===== config.mk =====
export PLATFORM = sky130hd
export DESIGN_NAME = cfg_startup_seq
export DESIGN_NICKNAME = d
export VERILOG_FILES = /design/src/rtl/cfg_seq_pkg.sv /design/src/rtl/cfg_sync.sv /design/src/rtl/cfg_cnt.sv /design/src/rtl/cfg_startup_seq.sv
export SDC_FILE = /design/constraint.sdc
export NUM_CORES = 1
export LEC_CHECK = 0
export BUFFER_PORTS_ARGS = -buffer_cell sky130_fd_sc_hd__buf_2
export CORE_MARGIN = 3
export CORE_UTILIZATION = 48
export DETAILED_ROUTE_END_ITERATION = 8
export PLACE_DENSITY = 0.73
export SYNTH_ARGS = -nofsm -noshare
export SYNTH_HDL_FRONTEND = slang
export SYNTH_SLANG_ARGS = --single-unit
export TNS_END_PERCENT = 10

===== constraint.sdc =====
create_clock -name clk -period 1.7 [get_ports clk]
set_clock_uncertainty 0.05 [all_clocks]
set_input_delay 0.34 -clock clk [delete_from_list [all_inputs] [get_ports clk]]
set_output_delay 0.34 -clock clk [all_outputs]
set_load 0.05 [all_outputs]

===== src/rtl/cfg_seq_pkg.sv =====
package cfg_seq_pkg;
  typedef enum logic [2:0] {
    ST_IDLE   = 3'd0,
    ST_CONFIG = 3'd1,
    ST_ERR    = 3'd2,
    ST_WAIT   = 3'd3,
    ST_INIT   = 3'd4,
    ST_USER   = 3'd5
  } seq_state_t;
endpackage


===== src/rtl/cfg_sync.sv =====
module cfg_sync #(
  parameter int W = 1,
  parameter logic [W-1:0] RST_VAL = '0
) (
  input  logic         clk,
  input  logic         rst,
  input  logic [W-1:0] d,
  output logic [W-1:0] q
);
  logic [W-1:0] meta;

  always_ff @(posedge clk) begin
    if (rst) begin
      meta <= RST_VAL;
      q    <= RST_VAL;
    end else begin
      meta <= d;
      q    <= meta;
    end
  end
endmodule


===== src/rtl/cfg_cnt.sv =====
module cfg_cnt #(
  parameter int W = 4
) (
  input  logic         clk,
  input  logic         rst,
  input  logic         clr,
  input  logic         inc,
  output logic [W-1:0] cnt_q,
  output logic [W-1:0] cnt_nxt
);
  always_comb begin
    if (clr)      cnt_nxt = '0;
    else if (inc) cnt_nxt = cnt_q + 1'b1;
    else          cnt_nxt = cnt_q;
  end

  always_ff @(posedge clk) begin
    if (rst) cnt_q <= '0;
    else     cnt_q <= cnt_nxt;
  end
endmodule


===== src/rtl/cfg_startup_seq.sv =====
module cfg_startup_seq
  import cfg_seq_pkg::*;
#(
  parameter int NUM_FRAMES  = 4,
  parameter int RST_TIMEOUT = 16,
  parameter int INIT_CYCLES = 8
) (
  input  logic clk,
  input  logic rst,
  input  logic reconf_n,
  input  logic cfg_err,
  input  logic frame_rx,
  input  logic int_osc_en,
  input  logic user_clk_en,
  input  logic status_pad,
  input  logic gclr_n,
  input  logic goe_n,
  input  logic auto_restart,
  input  logic clr_first,
  input  logic init_clk_sel,
  input  logic initdone_en,
  input  logic gclr_en,
  input  logic goe_en,
  output logic status_low,
  output logic done_low,
  output logic reg_clr,
  output logic io_en
);
  localparam int STAGE = INIT_CYCLES / 2;
  localparam int MAX_A = (NUM_FRAMES > RST_TIMEOUT) ? NUM_FRAMES : RST_TIMEOUT;
  localparam int MAXC  = (MAX_A > INIT_CYCLES) ? MAX_A : INIT_CYCLES;
  localparam int CW    = $clog2(MAXC + 1);

  logic [3:0] sync_q;
  logic reconf_s, gclr_s, goe_s, pad_s;

  cfg_sync #(.W(4), .RST_VAL(4'b0111)) u_sync (
    .clk (clk),
    .rst (rst),
    .d   ({reconf_n, gclr_n, goe_n, status_pad}),
    .q   (sync_q)
  );
  assign {reconf_s, gclr_s, goe_s, pad_s} = sync_q;

  seq_state_t state_q, state_d;
  logic armed_q, armed_d;
  logic cnt_clr, cnt_inc;
  logic [CW-1:0] cnt_q, cnt_nxt;
  logic tick;

  cfg_cnt #(.W(CW)) u_cnt (
    .clk     (clk),
    .rst     (rst),
    .clr     (cnt_clr),
    .inc     (cnt_inc),
    .cnt_q   (cnt_q),
    .cnt_nxt (cnt_nxt)
  );

  assign tick = init_clk_sel ? user_clk_en : int_osc_en;

  // next-state logic
  always_comb begin
    state_d = state_q;
    armed_d = armed_q;
    cnt_clr = 1'b0;
    cnt_inc = 1'b0;
    unique case (state_q)
      ST_IDLE: begin
        armed_d = 1'b0;
        cnt_clr = 1'b1;
        if (reconf_s) state_d = ST_CONFIG;
      end
      ST_CONFIG: begin
        if (cfg_err) begin
          state_d = ST_ERR;
          armed_d = 1'b0;
          cnt_clr = 1'b1;
        end else if (frame_rx) begin
          cnt_inc = 1'b1;
          if (cnt_q == '0 && initdone_en) armed_d = 1'b1;
          if (cnt_q == CW'(NUM_FRAMES - 1)) begin
            state_d = ST_INIT;
            cnt_clr = 1'b1;
          end
        end
      end
      ST_ERR: begin
        cnt_inc = 1'b1;
        if (cnt_q == CW'(RST_TIMEOUT - 1)) begin
          state_d = ST_WAIT;
          cnt_clr = 1'b1;
        end
      end
      ST_WAIT: begin
        if (auto_restart && pad_s) begin
          state_d = ST_CONFIG;
          cnt_clr = 1'b1;
        end
      end
      ST_INIT: begin
        if (tick) begin
          cnt_inc = 1'b1;
          if (cnt_q == CW'(INIT_CYCLES - 1)) begin
            state_d = ST_USER;
            cnt_clr = 1'b1;
          end
        end
      end
      ST_USER: ;
      default: state_d = ST_IDLE;
    endcase
    // a reconfigure request aborts everything except the error hold
    if (!reconf_s && state_q != ST_ERR && state_q != ST_IDLE) begin
      state_d = ST_IDLE;
      armed_d = 1'b0;
      cnt_clr = 1'b1;
    end
  end

  // outputs are registered from the next-state values
  logic early_rel, clr_d, ioen_d;

  always_comb begin
    early_rel = (state_d == ST_INIT) && (cnt_nxt >= CW'(STAGE));
    clr_d  = 1'b1;
    ioen_d = 1'b0;
    if (state_d == ST_USER) begin
      clr_d  = gclr_en & ~gclr_s;
      ioen_d = ~(goe_en & ~goe_s);
    end else if (state_d == ST_INIT) begin
      clr_d  = clr_first ? ~early_rel : 1'b1;
      ioen_d = clr_first ? 1'b0 : early_rel;
    end
  end

  always_ff @(posedge clk) begin
    if (rst) begin
      state_q    <= ST_IDLE;
      armed_q    <= 1'b0;
      status_low <= 1'b0;
      done_low   <= 1'b0;
      reg_clr    <= 1'b1;
      io_en      <= 1'b0;
    end else begin
      state_q    <= state_d;
      armed_q    <= armed_d;
      status_low <= (state_d == ST_ERR);
      done_low   <= armed_d && (state_d != ST_USER);
      reg_clr    <= clr_d;
      io_en      <= ioen_d;
    end
  end
endmodule


==> run_results.csv <==
group,metric,value,unit
timing,holdWs,0.1338,ns
timing,fmax,539.6,MHz
placement,port_buffers,19,
floorplan,initial_core_util,53.37,%
clocking,clk_path_buf_depth,2,
synth,postSynthAreaPerCell,9.337,µm²
synth,yosysSeqAreaShare,37.84,%
setup_path,crit_type,"reg -> reg",
synth,ys.flop_type,"dfxtp_1",
finish,final_util,72.48,%
timing,post-route-min-period,1.853,ns
routing,avgViaCountPerCell,5.455,
setup_path,critPathRequiredTime,1.91,ns
synth,syn_nets,138,
power,pwr-share-clk,29.4,%
setup_path,end_kind,"flop",
global_route,first_global_vias,925,
synth,yosys_warnings,0,
synth,synth_top_area_share,37.84,%
run_status,violations,"negative setup slack",
setup_path,crit_fanout,4,
setup_path,crit_arrival,2.07,ns
floorplan,rows,16,
routing,met1_length,1220,µm
setup_path,slowest_delay,0.39,ns
setup_path,worstSetupStartpointType,"flop",
synth,synth_area,1111,µm²
setup_path,crit_slowest_cell,"a2111o_1",
floorplan,die_h,54.11,µm
clocking,cts_buffers,3,
power,powerDensity,573.6,nW/µm²
power,leakage,0.6587,nW
synth,synth-seq-cells,21,
synth,yosys.area.top_type,"dfxtp_1",
routing,dr_wl_met2,1183,µm
clocking,htreeDepth,1,
power,intPower,645.9,µW
timing,rsz0062_at_grt,"yes",
global_route,antenna_found_initial,0,
worst_hold_path,hp-class,"in -> reg",
power,irDropWorstVdd,0.6847,mV
timing,fin_crit_sh,109.0,%
timing,setup_ws,-0.1532,ns
timing,setup-violations-final,10,
synth,synth_area_leaders,"dfxtp_1, ha_1, nor2b_1",
finish,area_delta_synth_final,35.81,%
flow_run,drv_cap,0,
power,p_total,865.6,µW
timing,fin_tns_setup,-0.9960,ns
clocking,cts_tree,"yes",
clocking,root_buffer,"clkbuf_4",
placement,placed_cell_area,1406,µm²
global_route,grt_max_degree,16,
finish,antenna_cells,0,
synth,yosysMostFrequentCell,"dfxtp_1",
routing,wl_met3,135,µm
power,swShare,25.37,%
setup_path,crit_chain,"ha_4 > buf_6 > nor4b_4 > o2bb2ai_1 > a2111o_1 > and4bb_1 > o2bb2ai_1",
run_status,outcome,"finished, violations left",
timing,maxSlewViolCount,0,
routing,wl_per_cell,13.76,µm
clocking,clock_sinks,21,
synth,synth_edf_count,0,
routing,top_layer,"met4",
routing,drtPass1Iterations,4,
timing,hold_viol,0,
routing,antenna_left,0,
placement,dp_hpwl,1952,µm
power,pwr-share-comb,11.9,%
floorplan,dieArea,2928,µm²
power,power_switching,219.6,µW
global_route,grt_pass1_wl,4105,µm
floorplan,core-area,2082,µm²
timing,relSlewSlack,74.53,%
routing,via_count,1042,
synth,synthArstFlopShare,0,%
synth,synth_cell_types,45,
synth,synth_common_cells,"dfxtp_1, inv_1, nor2_1",
finish,stdcell_area,1509,µm²
timing,tightest_slew,0.3804,ns
clocking,insertion_delay,0.32,ns
floorplan,die_width,54.11,µm
setup_path,cpMostUsedCell,"o2bb2ai_1",
placement,globalplace.congestion,0.9029,
routing,dr.first_iter.drc_count,9,
global_route,overflow,0,
synth,netlist_instances,119,
finish,fin_nets,184,
floorplan,pin_count,20,
clocking,clkSlewWorstSetupHoldPaths,0.12,ns
routing,drc_errors,0,
routing,routed_wirelength,2629,µm
power,p_seq_share,58.7,%
finish,drive_above_1_share,44.51,%
global_route,grtUsageTotal,19.87,%
-- placed cells by master, fill, tap and decap left out, types with 2 or more instances in the layout --
cell type / netlist / routed
nand2_1: 2 / 2
nor2b_1: 6 / 6
o2bb2ai_1: 2 / 2
nor3_1: 4 / 4
ha_4: 0 / 2
a21o_1: 4 / 4
xor2_1: 2 / 2
buf_4: 0 / 26
a31oi_1: 2 / 2
dfxtp_2: 0 / 3
clkbuf_4: 0 / 3
nor2_1: 7 / 7
mux2i_1: 3 / 3
and2_1: 2 / 2
nand2b_1: 4 / 4
buf_2: 5 / 19
buf_6: 0 / 2
dfxtp_1: 21 / 18
or2_2: 6 / 6
inv_1: 7 / 7
nand4bb_1: 2 / 2
a21oi_1: 6 / 4
o21ai_0: 3 / 3
a21oi_2: 1 / 3
-- worst paths after layout --
check / depth (start not counted) / startpoint / end / slack (ns)
worst max-delay path: 7 / u_cnt.cnt_q[1] / io_en / -0.15
worst min-delay path: 2 / clr_first / reg_clr / 0.13
worst max register to register: 7 / u_cnt.cnt_q[1] / io_en / -0.15
worst min register to register: 1 / u_sync.meta[2] / u_sync.q[2] / 0.37
-- power by group through the flow --
stage               Sequential [mW]  Clock [mW]  Combinational, mW
CTS                           0.508       0.260             0.0996
finish                        0.508       0.255              0.103
detailed placement            0.519           0             0.0979
floorplan                     0.521           0             0.0459
global placement              0.519           0             0.0942
global route                  0.509       0.277              0.112
-- cell type report --
class | instances | area (µm²)
repair buffers | 47 | 312.8
multi-input cells | 85 | 684.4
inverters | 7 | 26.28
flip-flops and latches | 21 | 424.2
well taps | 27 | 33.78
clock buffers | 3 | 22.52
clock inverters | 1 | 5.005
fillers | 162 | 573.1
-- cell families after synthesis --
group	count (synthesis)	synth area share (%)
XOR/XNOR	3	2.365
multiplexers	3	2.703
buffers and inverters	13	4.955
adder cells (fa/ha/maj)	3	3.379
AND/OR/NAND/NOR	49	31.53
AO/OA/AOI/OAI	27	17.23
flip-flops	21	37.84
-- critical path: cells and delay by family (launching register included) --
family | cells | cell delay [ns]
AO/OA/AOI/OAI | 3 | 0.67
flip-flops | 1 | 0.36
AND/OR/NAND/NOR | 2 | 0.43
buffers and inverters | 1 | 0.11
adder cells (fa/ha/maj) | 1 | 0.16
-- what timing repair did --
action / CTS / global route
gates resized for setup: 10 / 4
setup buffers: 1 / 1
hold buffers: 0 / 0
endpoints found under the setup margin: 11 / 11
pin swaps: 8 / 8
cloned: 0 / 0
hold endpoints to repair: 0 / 0
-- state kept, by name, indices dropped and copies added (netlist names) --
register,count
armed_q,1
done_low,1
io_en,1
reg_clr,1
state_q,3
status_low,1
u_cnt.cnt_q,5
u_sync.meta,4
u_sync.q,4
-- per-layer routing --
metal,track usage [%],vias to the layer above
li1,-,517
met3,4.155,9
met1,25.33,488
met5,0,-
met2,31.45,28
met4,9.959,0
-- metrics by stage --
stage / instances / setup slack [ns]
floorplan: 119 / -0.2119
finish: 191 / -0.1532
detailed placement: 185 / -0.1792
global route: 191 / -0.2648
CTS: 190 / -0.1959
global placement: 185 / -0.1119
Power figures use the tool's default switching activity.
